`config.mk`:
```
export PLATFORM = sky130hd
export DESIGN_NAME = pkt_tx_gate
export DESIGN_NICKNAME = d
export VERILOG_FILES = /design/src/rtl/pkt_tx_gate_pkg.sv /design/src/rtl/pkt_tx_gate_counter.sv /design/src/rtl/pkt_tx_gate_fsm.sv /design/src/rtl/pkt_tx_gate.sv
export SDC_FILE = /design/constraint.sdc
export NUM_CORES = 1
export LEC_CHECK = 0
export BUFFER_PORTS_ARGS = -buffer_cell sky130_fd_sc_hd__buf_4
export CAP_MARGIN = 15
export CORE_AREA = 2 2 47 49
export CTS_BUF_LIST = sky130_fd_sc_hd__clkbuf_4
export DETAILED_ROUTE_END_ITERATION = 6
export DIE_AREA = 0 0 49 51
export GPL_ROUTABILITY_DRIVEN = 0
export PLACE_DENSITY = 0.71
export SLEW_MARGIN = 15
export SYNTH_ARGS = -nofsm -noshare
export SYNTH_HDL_FRONTEND = slang
export SYNTH_SLANG_ARGS = --single-unit
```
`constraint.sdc`:
```
create_clock -name clk -period 3.2 [get_ports clk]
set_clock_uncertainty 0.1 [all_clocks]
set_input_delay 0 -clock clk [delete_from_list [all_inputs] [get_ports clk]]
set_output_delay 0 -clock clk [all_outputs]
set_load 0.005 [all_outputs]
```
`src/rtl/pkt_tx_gate_pkg.sv`:
```
package pkt_tx_gate_pkg;

  typedef enum logic {
    GATE_IDLE = 1'b0,
    GATE_SEND = 1'b1
  } gate_state_t;

endpackage

```
`src/rtl/pkt_tx_gate_counter.sv`:
```
module pkt_tx_gate_counter #(
  parameter int MAX_PKTS = 1024,
  localparam int CNT_W = $clog2(MAX_PKTS + 1)
)(
  input  logic             clk,
  input  logic             rst,
  input  logic             inc,
  input  logic             dec,
  output logic [CNT_W-1:0] count
);

  always_ff @(posedge clk) begin
    if (rst) begin
      count <= '0;
    end else begin
      case ({inc, dec})
        2'b10:   count <= count + CNT_W'(1);
        2'b01:   count <= count - CNT_W'(1);
        default: count <= count;
      endcase
    end
  end

endmodule

```
`src/rtl/pkt_tx_gate_fsm.sv`:
```
module pkt_tx_gate_fsm
  import pkt_tx_gate_pkg::*;
(
  input  logic clk,
  input  logic rst,
  input  logic have_pkt,
  input  logic mac_full,
  input  logic last_xfer,
  output logic enable
);

  gate_state_t state, state_nxt;

  always_comb begin
    state_nxt = state;
    case (state)
      GATE_IDLE: if (have_pkt && !mac_full) state_nxt = GATE_SEND;
      GATE_SEND: if (last_xfer)             state_nxt = GATE_IDLE;
      default:                              state_nxt = GATE_IDLE;
    endcase
  end

  always_ff @(posedge clk) begin
    if (rst) state <= GATE_IDLE;
    else     state <= state_nxt;
  end

  assign enable = (state == GATE_SEND);

endmodule

```
`src/rtl/pkt_tx_gate.sv`:
```
module pkt_tx_gate #(
  parameter int MAX_PKTS = 1024
)(
  input  logic clk,
  input  logic rst,
  input  logic wr_valid,
  input  logic wr_ready,
  input  logic wr_last,
  input  logic rd_valid,
  input  logic rd_last,
  input  logic rd_sof,
  input  logic mac_full,
  output logic gate_en,
  output logic fifo_rd_ready,
  output logic mac_valid,
  output logic mac_sof
);

  localparam int CNT_W = $clog2(MAX_PKTS + 1);

  logic             push_last;
  logic             pop_last;
  logic [CNT_W-1:0] pkt_cnt;

  assign push_last = wr_valid && wr_ready && wr_last;
  assign pop_last  = rd_valid && gate_en && rd_last;

  pkt_tx_gate_counter #(.MAX_PKTS(MAX_PKTS)) u_cnt (
    .clk   (clk),
    .rst   (rst),
    .inc   (push_last),
    .dec   (pop_last),
    .count (pkt_cnt)
  );

  pkt_tx_gate_fsm u_fsm (
    .clk       (clk),
    .rst       (rst),
    .have_pkt  (pkt_cnt != '0),
    .mac_full  (mac_full),
    .last_xfer (pop_last),
    .enable    (gate_en)
  );

  assign fifo_rd_ready = gate_en;
  assign mac_valid     = rd_valid && gate_en;
  assign mac_sof       = rd_sof && gate_en;

endmodule

```
==> results_dict.tcl <==
set metrics [dict create \
    syn_to_final_growth_pct 14.84 \
    cts_setup_buffers 0 \
    initial_core_util_pct 48.64 \
    setup_slack_ps 169.3 \
    num_antenna_cells 0 \
    cts_tree "done" \
    critical_path.endpoint "u_cnt.count[10]$_SDFFE_PP0P_" \
    rsz0062_at_grt "true" \
    core_area_um2 2063 \
    cts-root-buf "clkbuf_4" \
    critPathLaunch "u_fsm.enable$_SDFF_PP0_" \
    grt_pass1_wl_um 4298 \
    cp-start-kind "register" \
    yosysWarnings 0 \
    first_pass_iters 4 \
    die_area_um2 2499 \
    antenna_found_initial 0 \
    critPathBufInv 0 \
    reg2regPathDepth 10 \
    cp_slowest_stage_delay_ps 480 \
    power_uw 312.3 \
    cts_buffer_depth 2 \
    hold_viol_final 0 \
    r2r_setup_slack_ps 170 \
    r2r-start "u_fsm.enable$_SDFF_PP0_" \
    synth_nets 147 \
    path_common_cell "a21oi_1" \
    port_buffers 12 \
    ys_ff_latch 12 \
    critPathCaptureType "register" \
    maxCapViolCount 0 \
    reg2reg_to "u_cnt.count[10]$_SDFFE_PP0P_" \
    outcome "completed" \
    slew_headroom_pct 66.83 \
    die_x_um 49 \
    clk_pin_slew_ps 80 \
    preCtsSetupSlack_ps 84.09 \
    cp.required_ps 3330 \
    grt_pass1_vias 947 \
    drv_slew 0 \
    cp_top_family "simple AND/OR/NAND/NOR gates" \
    drc_errors 0 \
    layout-drive-gt1-share_pct 17.24 \
    wl_per_cell_um 14.92 \
    vias 1052 \
    cts_sinks 12 \
    cts_made_buffers 3 \
    finalCritPeriodShare_pct 94.71 \
    grt-ovfl-total 0 \
    max_freq_mhz 330.0 \
    syn-mean-instance-area_um2 7.378 \
    syn_inst 136 \
    cp_data_arrival_time_ps 3160 \
    crit_type "reg2reg" \
    setup_violations 0 \
    synth_cell_types 48 \
    io_pins 13 \
    synth-edff-count 0 \
    seq_area_frac_synth_pct 23.94 \
    ant_nets 0 \
    fin_nets 157 \
    synth-async-reset-ratio_pct 0 \
    synthesis.area_um2 1003 \
    gr-usage-all-layers_pct 22.51 \
    synth-main-ff-cell "dfxtp_1" \
    hp-class "in2out" \
    crit_chain "and3_2, ha_1, xor2_1, ha_1, or4_4, or4_1, a21oi_1, a21oi_1, or3_1, a21oi_1" \
    ir_drop_mv 0.2164 \
    fillerInstances 209 \
    final_cell_mix "15 x nor2_1, 15 x buf_4, 12 x dfxtp_1, 9 x a21oi_1, 9 x o21ai_0" \
    fin_crit_ps 3031 \
    drt_iter0_markers 35 \
    dp.final_hpwl_um 1760 \
    worstMarginPinSlew_ps 497.6 \
    crit_fanout 7 \
    p_per_area_nw_per_um2 271.0 \
    clock_latency_ps 290 \
    drt-total-wl_um 2581 \
    crit_slowest_cell "or4_1" \
    via_per_inst 6.081 \
    dieHeight_um 51 \
    cellLeakagePower_nw 0.4491 \
    cp_num_cells 10 \
    core.rowCount 17 \
    htree_levels 1 \
    grt_start_max_net_pins 20 \
]
## worst reg2reg max path, delay by kind of cell, from the launching register on
family	cells	cell delay (ps)
compound gates	3	360
xor+xnor	1	150
fa+ha+maj	2	470
flops	1	360
simple gates	4	1520
## how the worst min path moves through the flow
stage               slack, ps      end  cells past startpoint  startpoint
global placement          180  mac_sof                      3      rd_sof
finish                    180  mac_sof                      3      rd_sof
global route              200  mac_sof                      3      rd_sof
detailed placement        180  mac_sof                      3      rd_sof
floorplan                  10  mac_sof                      1      rd_sof
CTS                       180  mac_sof                      3      rd_sof
## repair_timing
item                                    4_1_cts  5_1_grt
resized for setup                             0        2
hold buffers                                  3        0
hold endpoints to repair                      9        0
endpoints found under the setup margin        0        3
## power breakdown
group | internal, mW | total, mW | switching (mW)
sequential | 0.152 | 0.158 | 0.00584
combinational | 0.0255 | 0.0502 | 0.0247
clock | 0.0454 | 0.104 | 0.0586
## per-stage QoR
step                std cells  util [%]  area, µm²  hold WS (ps)  setup TNS (ps)
global placement          166     52.70       1087         177.1               0
detailed placement        166     52.70       1087         179.6               0
CTS                       173     55.43       1144         179.6               0
global route              173     55.85       1152         204.8          -5.672
floorplan                 136         -       1016         10.34               0
finish                    173     55.85       1152         176.1               0
## per-layer routing
layer | wire (µm) | global-route usage, % | vias up | part of all wire (%)
met5 | 0 | 0 | - | 0
met4 | 61 | 9.524 | 0 | 2.4
met3 | 156 | 4.386 | 10 | 6.0
met2 | 1211 | 35.84 | 41 | 47
met1 | 1151 | 29.78 | 484 | 45
li1 | - | - | 517 | -
## flip-flops by register name (all words and copies together), names as in the netlist
signal        flops
u_fsm.enable      1
u_cnt.count      11
## cell type report
class	instances	area (µm²)	share of cell area, %
tap	28	35.03	3.040
multi-input combinational	106	689.4	59.83
clock inverter	1	3.754	0.3257
clock buffer	3	22.52	1.954
timing repair buffer	18	142.6	12.38
inverter	5	18.77	1.629
sequential	12	240.2	20.85
## synthesized netlist by cell type (2+ instances only)
cell	instances	area (µm²)
and3_1	4	25.02
and4_1	2	17.52
nor2_1	15	56.30
a31oi_1	4	25.02
a21oi_1	9	45.04
nand3_1	5	25.02
buf_2	3	15.01
ha_1	2	25.02
inv_1	4	15.01
o21ai_0	9	45.04
or4_1	2	15.01
nand3b_1	2	15.01
clkbuf_1	7	26.28
xor2_1	2	17.52
dfxtp_1	12	240.2
mux2_2	3	33.78
or3_1	3	18.77
nor2b_1	3	18.77
nor3_1	3	15.01
and4b_1	2	20.02
xnor2_1	5	43.79
and2_1	2	12.51
nand2_1	7	26.28
a22oi_1	2	15.01
## cells by family (layout without fill, tap and decap cells)
| group | count (synthesis) | after routing | share of synthesized area [%] |
|---|---|---|---|
| AND/OR/NAND/NOR | 58 | 58 | 32.54 |
| AO/OA/AOI/OAI | 35 | 35 | 22.32 |
| buffers and inverters | 18 | 27 | 8.229 |
| flip-flops | 12 | 12 | 23.94 |
| XOR/XNOR | 7 | 7 | 6.110 |
| multiplexers | 4 | 4 | 4.364 |
| adder cells (fa/ha/maj) | 2 | 2 | 2.493 |
(Power assumes the default switching activity.)
